`config.mk`:
```
export PLATFORM = sky130hd
export DESIGN_NAME = wkc_regbank
export DESIGN_NICKNAME = d
export VERILOG_FILES = /design/src/rtl/wkc_regs_pkg.sv /design/src/rtl/wkc_apb_decode.sv /design/src/rtl/wkc_cfg_bank.sv /design/src/rtl/wkc_mask_word.sv /design/src/rtl/wkc_regbank.sv
export SDC_FILE = /design/constraint.sdc
export NUM_CORES = 1
export LEC_CHECK = 0
export CAP_MARGIN = 10
export CORE_AREA = 2 2 232 234
export CTS_BUF_LIST = sky130_fd_sc_hd__clkbuf_4 sky130_fd_sc_hd__clkbuf_8
export DETAILED_ROUTE_END_ITERATION = 16
export DIE_AREA = 0 0 234 236
export GPL_ROUTABILITY_DRIVEN = 0
export GPL_TIMING_DRIVEN = 0
export PLACE_DENSITY_LB_ADDON = 0.15
export SYNTH_ARGS = -nofsm -noshare
export SYNTH_HDL_FRONTEND = slang
export SYNTH_HIERARCHICAL = 1
export SYNTH_SLANG_ARGS = --single-unit
export TNS_END_PERCENT = 100
```
`constraint.sdc`:
```
create_clock -name pclk -period 6.3 [get_ports pclk]
set_input_delay 1.575 -clock pclk [delete_from_list [all_inputs] [get_ports pclk]]
set_output_delay 1.575 -clock pclk [all_outputs]
set_load 0.005 [all_outputs]
```
`src/rtl/wkc_regs_pkg.sv`:
```
package wkc_regs_pkg;

    localparam int unsigned WORD_W      = 32;
    localparam int unsigned CFG_STRIDE  = 32'h20;
    localparam int unsigned OFF_RISE    = 32'h0;
    localparam int unsigned OFF_FALL    = 32'h4;
    localparam int unsigned OFF_TRIG    = 32'h8;
    localparam int unsigned MASK_BASE   = 32'h80;
    localparam int unsigned MASK_STRIDE = 32'h10;
    localparam int unsigned OFF_IMASK   = 32'h0;
    localparam int unsigned OFF_EMASK   = 32'h4;
    localparam int unsigned OFF_PEND    = 32'h8;

    typedef enum logic [2:0] {
        K_NONE,
        K_RISE,
        K_FALL,
        K_TRIG,
        K_PEND,
        K_IMASK,
        K_EMASK
    } reg_kind_e;

    typedef struct packed {
        reg_kind_e  kind;
        logic [3:0] idx;
    } reg_sel_t;

endpackage

```
`src/rtl/wkc_apb_decode.sv`:
```
module wkc_apb_decode
    import wkc_regs_pkg::*;
#(
    parameter int AW         = 8,
    parameter int CFG_BANKS  = 2,
    parameter int MASK_WORDS = 3
) (
    input  logic          psel,
    input  logic          penable,
    input  logic          pwrite,
    input  logic [AW-1:0] paddr,
    input  logic [3:0]    pstrb,
    output reg_sel_t      sel,
    output logic          wr_ok,
    output logic          slverr
);

    logic        access;
    int unsigned addr_i;

    always_comb begin
        access = psel && penable;
        addr_i = 32'(paddr);
        sel    = '{kind: K_NONE, idx: 4'd0};
        for (int unsigned b = 0; b < CFG_BANKS; b++) begin
            if (addr_i == b * CFG_STRIDE + OFF_RISE) sel = '{kind: K_RISE, idx: 4'(b)};
            if (addr_i == b * CFG_STRIDE + OFF_FALL) sel = '{kind: K_FALL, idx: 4'(b)};
            if (addr_i == b * CFG_STRIDE + OFF_TRIG) sel = '{kind: K_TRIG, idx: 4'(b)};
        end
        for (int unsigned w = 0; w < MASK_WORDS; w++) begin
            if (addr_i == MASK_BASE + w * MASK_STRIDE + OFF_IMASK) sel = '{kind: K_IMASK, idx: 4'(w)};
            if (addr_i == MASK_BASE + w * MASK_STRIDE + OFF_EMASK) sel = '{kind: K_EMASK, idx: 4'(w)};
            if (w < CFG_BANKS && addr_i == MASK_BASE + w * MASK_STRIDE + OFF_PEND)
                sel = '{kind: K_PEND, idx: 4'(w)};
        end
        slverr = access && ((paddr[1:0] != 2'b00) || (pwrite && pstrb != 4'hF));
        wr_ok  = access && pwrite && !slverr;
    end

endmodule

```
`src/rtl/wkc_cfg_bank.sv`:
```
module wkc_cfg_bank #(
    parameter logic [31:0] IMPL = 32'h003F_FFFF
) (
    input  logic        clk,
    input  logic        rst_n,
    input  logic        wr_rise,
    input  logic        wr_fall,
    input  logic        wr_trig,
    input  logic        wr_pend,
    input  logic [31:0] wdata,
    input  logic [31:0] set_strb,
    output logic [31:0] rise,
    output logic [31:0] fall,
    output logic [31:0] trig,
    output logic [31:0] pend
);

    typedef struct packed {
        logic [31:0] rise;
        logic [31:0] fall;
        logic [31:0] trig;
        logic [31:0] pend;
    } bank_state_t;

    bank_state_t st_d, st_q;
    logic [31:0] wdata_m;
    logic [31:0] sens_chg;
    logic [31:0] w1c;

    always_comb begin
        wdata_m  = wdata & IMPL;
        st_d     = st_q;
        st_d.trig = '0;
        sens_chg = '0;
        w1c      = '0;
        if (wr_rise) begin
            sens_chg  = st_q.rise ^ wdata_m;
            st_d.rise = wdata_m;
        end
        if (wr_fall) begin
            sens_chg  = st_q.fall ^ wdata_m;
            st_d.fall = wdata_m;
        end
        if (wr_trig) st_d.trig = wdata_m;
        if (wr_pend) w1c = wdata_m;
        // set is applied after both clears so a colliding strobe wins
        st_d.pend = ((st_q.pend & ~(w1c | sens_chg)) | set_strb) & IMPL;
    end

    always_ff @(posedge clk or negedge rst_n) begin
        if (!rst_n) st_q <= '0;
        else        st_q <= st_d;
    end

    assign rise = st_q.rise;
    assign fall = st_q.fall;
    assign trig = st_q.trig;
    assign pend = st_q.pend;

    // a trigger pulse only follows a trigger write, and lasts one cycle
    p_trig_from_write_r3: assert property (@(posedge clk) disable iff (!rst_n)
        (trig != '0) |-> $past(wr_trig));
    p_trig_one_cycle_r3: assert property (@(posedge clk) disable iff (!rst_n)
        !wr_trig |=> (trig == '0));

    // a write-one-to-clear without a colliding strobe empties those bits
    p_pend_w1c_r4: assert property (@(posedge clk) disable iff (!rst_n)
        (wr_pend && set_strb == '0) |=> ((pend & $past(wdata & IMPL)) == '0));

    // no pending bit rises without a strobe on it
    p_pend_source_r5: assert property (@(posedge clk) disable iff (!rst_n)
        1'b1 |=> (((pend & ~$past(pend)) & ~$past(set_strb)) == '0));

    // changed rising sensitivity drops the pending bit
    p_sens_clear_r6: assert property (@(posedge clk) disable iff (!rst_n)
        (wr_rise && set_strb == '0) |=> ((pend & $past((rise ^ wdata) & IMPL)) == '0));

    // a strobe always leaves its bit set, whatever clear collides
    p_set_wins_r8: assert property (@(posedge clk) disable iff (!rst_n)
        (set_strb != '0) |=> ((pend & $past(set_strb & IMPL)) == $past(set_strb & IMPL)));

endmodule

```
`src/rtl/wkc_mask_word.sv`:
```
module wkc_mask_word #(
    parameter logic [31:0] IMPL   = 32'hFFFF_FFFF,
    parameter logic [31:0] IM_RST = 32'hFFC0_0000
) (
    input  logic        clk,
    input  logic        rst_n,
    input  logic        wr_im,
    input  logic        wr_em,
    input  logic [31:0] wdata,
    output logic [31:0] im,
    output logic [31:0] em
);

    localparam logic [31:0] IM_RST_M = IM_RST & IMPL;

    typedef struct packed {
        logic [31:0] im;
        logic [31:0] em;
    } mask_state_t;

    mask_state_t st_d, st_q;

    always_comb begin
        st_d = st_q;
        if (wr_im) st_d.im = wdata & IMPL;
        if (wr_em) st_d.em = wdata & IMPL;
    end

    always_ff @(posedge clk or negedge rst_n) begin
        if (!rst_n) begin
            st_q.im <= IM_RST_M;
            st_q.em <= '0;
        end else begin
            st_q <= st_d;
        end
    end

    assign im = st_q.im;
    assign em = st_q.em;

    // a mask word moves only on a write to its own offset
    p_imask_hold_r9: assert property (@(posedge clk) disable iff (!rst_n)
        !wr_im |=> $stable(im));
    p_emask_hold_r9: assert property (@(posedge clk) disable iff (!rst_n)
        !wr_em |=> $stable(em));

endmodule

```
`src/rtl/wkc_regbank.sv`:
```
module wkc_regbank
    import wkc_regs_pkg::*;
#(
    parameter int AW         = 8,
    parameter int CFG_BANKS  = 2,
    parameter int MASK_WORDS = 3,
    parameter logic [CFG_BANKS-1:0][31:0]  CFG_IMPL  = {32'h004A_4004, 32'h003F_FFFF},
    parameter logic [MASK_WORDS-1:0][31:0] MASK_IMPL = {32'h0000_2000, 32'h0FFF_FFFF, 32'hFFFF_FFFF},
    parameter logic [MASK_WORDS-1:0][31:0] IMASK_RST = {32'h0000_2000, 32'h0FB5_BFFB, 32'hFFC0_0000},
    localparam int CFG_LINES  = CFG_BANKS * WORD_W,
    localparam int MASK_LINES = MASK_WORDS * WORD_W
) (
    input  logic                  pclk,
    input  logic                  presetn,
    input  logic                  psel,
    input  logic                  penable,
    input  logic                  pwrite,
    input  logic [AW-1:0]         paddr,
    input  logic [31:0]           pwdata,
    input  logic [3:0]            pstrb,
    output logic [31:0]           prdata,
    output logic                  pready,
    output logic                  pslverr,
    input  logic [CFG_LINES-1:0]  pend_set,
    output logic [CFG_LINES-1:0]  rise_en,
    output logic [CFG_LINES-1:0]  fall_en,
    output logic [CFG_LINES-1:0]  sw_trig,
    output logic [CFG_LINES-1:0]  pending,
    output logic [MASK_LINES-1:0] int_mask,
    output logic [MASK_LINES-1:0] evt_mask
);

    reg_sel_t    sel;
    logic        wr_ok;
    logic [31:0] rise_w [CFG_BANKS];
    logic [31:0] fall_w [CFG_BANKS];
    logic [31:0] pend_w [CFG_BANKS];
    logic [31:0] im_w   [MASK_WORDS];
    logic [31:0] em_w   [MASK_WORDS];

    wkc_apb_decode #(
        .AW         (AW),
        .CFG_BANKS  (CFG_BANKS),
        .MASK_WORDS (MASK_WORDS)
    ) u_decode (
        .psel    (psel),
        .penable (penable),
        .pwrite  (pwrite),
        .paddr   (paddr),
        .pstrb   (pstrb),
        .sel     (sel),
        .wr_ok   (wr_ok),
        .slverr  (pslverr)
    );

    assign pready = 1'b1;

    for (genvar b = 0; b < CFG_BANKS; b++) begin : g_cfg
        logic hit;
        assign hit = wr_ok && (sel.idx == 4'(b));
        wkc_cfg_bank #(
            .IMPL (CFG_IMPL[b])
        ) u_bank (
            .clk      (pclk),
            .rst_n    (presetn),
            .wr_rise  (hit && sel.kind == K_RISE),
            .wr_fall  (hit && sel.kind == K_FALL),
            .wr_trig  (hit && sel.kind == K_TRIG),
            .wr_pend  (hit && sel.kind == K_PEND),
            .wdata    (pwdata),
            .set_strb (pend_set[b*WORD_W +: WORD_W]),
            .rise     (rise_w[b]),
            .fall     (fall_w[b]),
            .trig     (sw_trig[b*WORD_W +: WORD_W]),
            .pend     (pend_w[b])
        );
        assign rise_en[b*WORD_W +: WORD_W] = rise_w[b];
        assign fall_en[b*WORD_W +: WORD_W] = fall_w[b];
        assign pending[b*WORD_W +: WORD_W] = pend_w[b];
    end

    for (genvar w = 0; w < MASK_WORDS; w++) begin : g_mask
        logic hit;
        assign hit = wr_ok && (sel.idx == 4'(w));
        wkc_mask_word #(
            .IMPL   (MASK_IMPL[w]),
            .IM_RST (IMASK_RST[w])
        ) u_word (
            .clk   (pclk),
            .rst_n (presetn),
            .wr_im (hit && sel.kind == K_IMASK),
            .wr_em (hit && sel.kind == K_EMASK),
            .wdata (pwdata),
            .im    (im_w[w]),
            .em    (em_w[w])
        );
        assign int_mask[w*WORD_W +: WORD_W] = im_w[w];
        assign evt_mask[w*WORD_W +: WORD_W] = em_w[w];
    end

    always_comb begin
        prdata = '0;
        for (int b = 0; b < CFG_BANKS; b++) begin
            if (sel.idx == 4'(b)) begin
                case (sel.kind)
                    K_RISE:  prdata = rise_w[b];
                    K_FALL:  prdata = fall_w[b];
                    K_PEND:  prdata = pend_w[b];
                    default: ;
                endcase
            end
        end
        for (int w = 0; w < MASK_WORDS; w++) begin
            if (sel.idx == 4'(w)) begin
                case (sel.kind)
                    K_IMASK: prdata = im_w[w];
                    K_EMASK: prdata = em_w[w];
                    default: ;
                endcase
            end
        end
    end

    // a refused write leaves configuration untouched and fires no trigger
    p_refused_write_r2: assert property (@(posedge pclk) disable iff (!presetn)
        (pslverr && pwrite) |=> ($stable(rise_en) && $stable(fall_en) && $stable(int_mask)
                                 && $stable(evt_mask) && sw_trig == '0));

    // an error is only reported inside an access phase
    p_err_in_access_r2: assert property (@(posedge pclk) disable iff (!presetn)
        pslverr |-> (psel && penable));

endmodule

```
==> results by group <==
Synth
  • Synth Area per Inst: 11.12 um2
  • Seq/Total Area, Yosys: 38.04%
  • Mapped cell area: approximately 0.015 mm2
  • Synth async-reset ratio: 100.0%
  • EDFF count, synth: 0
  • Yosys warns: 6
  • Number of distinct library cells after synthesis: 57
  • Seq cells post-synth: 230
  • Synth Instances: 1371
  • Ys flop type: dfrtp_1

Layout
  • Layout cell share with drive strength beyond 1: 30.98%
  • Area Growth Syn to Fin: 41.39%
  • Fill cell count: around 5200
  • Final #Nets: 2091
  • Post-layout util: 40.61%
  • Final Cell Area: 0.02155 mm2

Route
  • Routed wire length: 71.38 mm
  • First DRT Iteration DRCs: 799
  • Drt via density: 4.825
  • Vias: roughly 13000
  • Final ANT Viol Nets: 0
  • First-pass DRT Iterations: 5
  • Wire per inst: around 26 um
  • # DRC: 0

Worst setup path
  • Reg-to-Reg Start: g_cfg[0].u_bank/fall[2]
  • CP max stage delay: 520 ps
  • Most used cell, CP: clkdlybuf4s50_1
  • WP data required: approximately 4700 ps
  • Critical path launch point type: input port
  • Largest fanout on the critical path: 10
  • Worst path slowest cell: clkdlybuf4s50_1
  • CP endpoint: prdata[14]
  • R2R depth: 3
  • CP Capture Type: output port
  • CP arrival: 4610 ps
  • Worst path cell trace: clkdlybuf4s50_1 -> nor3_4 -> and3_2 -> buf_2 -> clkbuf_2 -> nand3b_1 -> a21oi_1 -> o21ai_0 -> o211ai_1 -> clkdlybuf4s50_1
  • RR Endpoint: g_cfg[0].u_bank/pend[2]
  • WS Path Type: in -> out
  • Worst R2R Setup Slack: 5220 ps
  • Crit path launch: paddr[6]

Clock network
  • Worst-case clock buffer depth: 3
  • H-tree level count: 2
  • CTS tree: yes
  • Clock transition at the registers of the reported paths: 50 ps
  • Num CTS Buffers: 46
  • Root buffer cell: clkbuf_8
  • # clock sinks: 230
  • Worst-Skew Late Latency: 590 ps
  • Post-cts hold buffer count: 0

Global route
  • Largest net degree at the start of global routing: 89
  • Total track usage: 25.32%
  • Vias in the first global route: roughly 13000
  • Initial antenna violation count: 4
  • First-pass GRT wire length: 100.1 mm
  • Grt total ovfl: 0

STA
  • Worst slew margin: 24.31%
  • Max-slew violation count: 0
  • RSZ-0062 raised after global routing: false
  • WHS: about 520 ps
  • Max Clock Skew: 12.21 ps
  • Actual slew at the worst max-slew pin: 1127 ps
  • Final Worst Setup Slack: 116.4 ps
  • Fmax achieved: 161.7 MHz
  • Final hold violation count: 0
  • Final Cycle Share: 98.15%
  • Finish-stage setup viols: 0
  • Fin crit period: between 6000 and 7000 ps

Floorplan
  • Num ports: 595
  • Die Ht: about 240 um
  • DIE WIDTH: around 230 um
  • Core area: 0.05307 mm2
  • Row cnt: 85
  • Area of the die: 0.05522 mm2
  • Initial core utilization: 28.72%

Job
  • Max Cap Viol: 0

Hold path
  • Worst hold path class: reg -> reg

Power
  • PwrDens: 167.6 mW/mm2
  • Leak pwr: 9.493 nW
  • VDD IR-drop max: about 0.12 mV

Placement
  • HPWL Detailed: approximately 53 mm
  • # port buffers: 338
  • DP Worst Slack: -1105 ps
  • Dpl cell area: 0.02036 mm2

Run status
  • Status: completed
[logic make-up after synthesis]
group           share of synthesized area [%]
compound gates                          17.31
xor+xnor                                1.609
buf+inv                                 15.89
flops                                   38.04
mux                                     17.59
other cells                            0.1478
simple gates                            9.408
[synth_stat cells, types with 2 or more instances]
| master | n | area (um2) |
|---|---|---|
| a21oi_1 | 34 | 170.2 |
| a221o_1 | 2 | 20.02 |
| a22o_1 | 62 | 543.0 |
| a22oi_1 | 61 | 457.9 |
| a22oi_2 | 3 | 37.54 |
| a2bb2oi_1 | 34 | 297.8 |
| a31oi_1 | 4 | 25.02 |
| a32oi_1 | 2 | 17.52 |
| a41o_1 | 23 | 230.2 |
| and2_1 | 27 | 168.9 |
| and3_1 | 3 | 18.77 |
| and3b_1 | 6 | 52.55 |
| and4_1 | 2 | 17.52 |
| buf_1 | 4 | 15.01 |
| buf_12 | 10 | 200.2 |
| buf_2 | 33 | 165.2 |
| buf_4 | 226 | 1697 |
| buf_6 | 17 | 191.4 |
| clkbuf_1 | 34 | 127.6 |
| conb_1 | 6 | 22.52 |
| dfrtp_1 | 196 | 4905 |
| dfstp_2 | 34 | 893.4 |
| inv_1 | 7 | 26.28 |
| mux2_2 | 74 | 833.3 |
| mux2_4 | 101 | 1516 |
| mux2i_1 | 32 | 320.3 |
| nand2_1 | 45 | 168.9 |
| nand2b_1 | 5 | 31.28 |
| nand3b_1 | 80 | 600.6 |
| nand4bb_1 | 4 | 45.04 |
| nor2_1 | 10 | 37.54 |
| nor2b_1 | 22 | 137.6 |
| nor3_1 | 4 | 20.02 |
| nor4b_2 | 2 | 30.03 |
| o211ai_1 | 30 | 225.2 |
| o21ai_0 | 43 | 215.2 |
| o21ai_1 | 7 | 35.03 |
| o221a_2 | 2 | 22.52 |
| o221ai_1 | 6 | 52.55 |
| o2bb2ai_1 | 30 | 262.8 |
| xor2_1 | 28 | 245.2 |
[report_power, final]
group	internal, mW	total (mW)	switching, mW	leakage, nW
Sequential	1.48	1.49	0.00349	2.95
Combinational	0.182	0.394	0.213	5.99
Clock	1.02	1.73	0.711	0.548
Total	2.68	3.61	0.927	9.49
[worst max-delay path, delay by kind of cell]
kind                   cells  cell delay (ps)
AO/OA/AOI/OAI              3              600
AND/OR/NAND/NOR            3              830
buffers and inverters      4             1600
[through the flow]
stage | instances | power (mW) | TNS, ps
2_1_floorplan | 1586 | 1.717 | 0
3_3_place_gp | 2620 | 1.869 | -1524520
3_5_place_dp | 2622 | 1.876 | -20450
4_1_cts | 2709 | 3.631 | 0
5_1_grt | 2710 | 3.761 | 0
6_report | 2712 | 3.611 | 0
[repair_timing]
item                       in CTS  in global routing
setup endpoints to repair      29                 25
gates cloned                    0                  0
pin swaps                       0                  2
gates resized for setup        38                 30
setup buffers                   3                  1
[worst min-delay path by stage]
stage / startpoint / cells past startpoint / to / slack (ps)
after floorplan: g_mask[2].u_word/em[13] / 1 / g_mask[2].u_word/em[13] / 510
after global placement: g_mask[2].u_word/em[13] / 1 / g_mask[2].u_word/em[13] / 510
after detailed placement: g_mask[2].u_word/em[13] / 1 / g_mask[2].u_word/em[13] / 520
after CTS: g_mask[2].u_word/em[13] / 1 / g_mask[2].u_word/em[13] / 520
after global routing: g_mask[2].u_word/em[13] / 1 / g_mask[2].u_word/em[13] / 550
final: g_mask[2].u_word/em[13] / 1 / g_mask[2].u_word/em[13] / 520
[state kept, by name, summed over array words and instances, names as in the netlist]
register           count
g_mask.u_word/em      61
g_cfg.u_bank/rise     27
g_cfg.u_bank/trig     27
g_cfg.u_bank/fall     27
g_mask.u_word/im      61
g_cfg.u_bank/pend     27
[layout by cell type, fill, tap and decap left out, drive strengths merged, types with 2 or more instances in the layout]
cell,count
a22oi,64
nand3b,80
a32oi,2
inv,7
a22o,62
nand2,45
xor2,28
and3b,6
and2b,2
o221a,2
o2bb2ai,30
o211ai,30
nor3,5
clkbuf,112
nor2,10
nor2b,22
conb,221
and4,2
mux2i,32
dfrtp,196
nor4b,3
a21oi,34
and3,3
buf,296
a41o,23
clkinv,4
o21ai,50
and2,27
nand2b,6
a2bb2oi,34
mux2,176
dfstp,34
bufinv,2
o221ai,6
a221o,2
nand4bb,4
diode,2
a31oi,4
clkdlybuf4s50,336
[layout make-up]
| cell class | count | area, um2 | share of cell area, % |
|---|---|---|---|
| Multi-Input combinational cell | 1025 | 7869 | 36.52 |
| Sequential cell | 230 | 5798 | 26.91 |
| Timing Repair Buffer | 344 | 3476 | 16.13 |
| Buffer | 324 | 2476 | 11.49 |
| Clock buffer | 77 | 940.9 | 4.366 |
| Tap cell | 696 | 870.8 | 4.041 |
| Clock inverter | 7 | 87.58 | 0.4064 |
| Inverter | 7 | 26.28 | 0.1219 |
| Antenna cell | 2 | 5.005 | 0.02322 |
[per-layer routing]
layer	global-route usage, %	part of all wire [%]
met1	32.26	42
met2	42.52	48
met3	5.730	6.6
met4	7.365	2.6
met5	0	0.034
(Power assumes the default switching activity.)
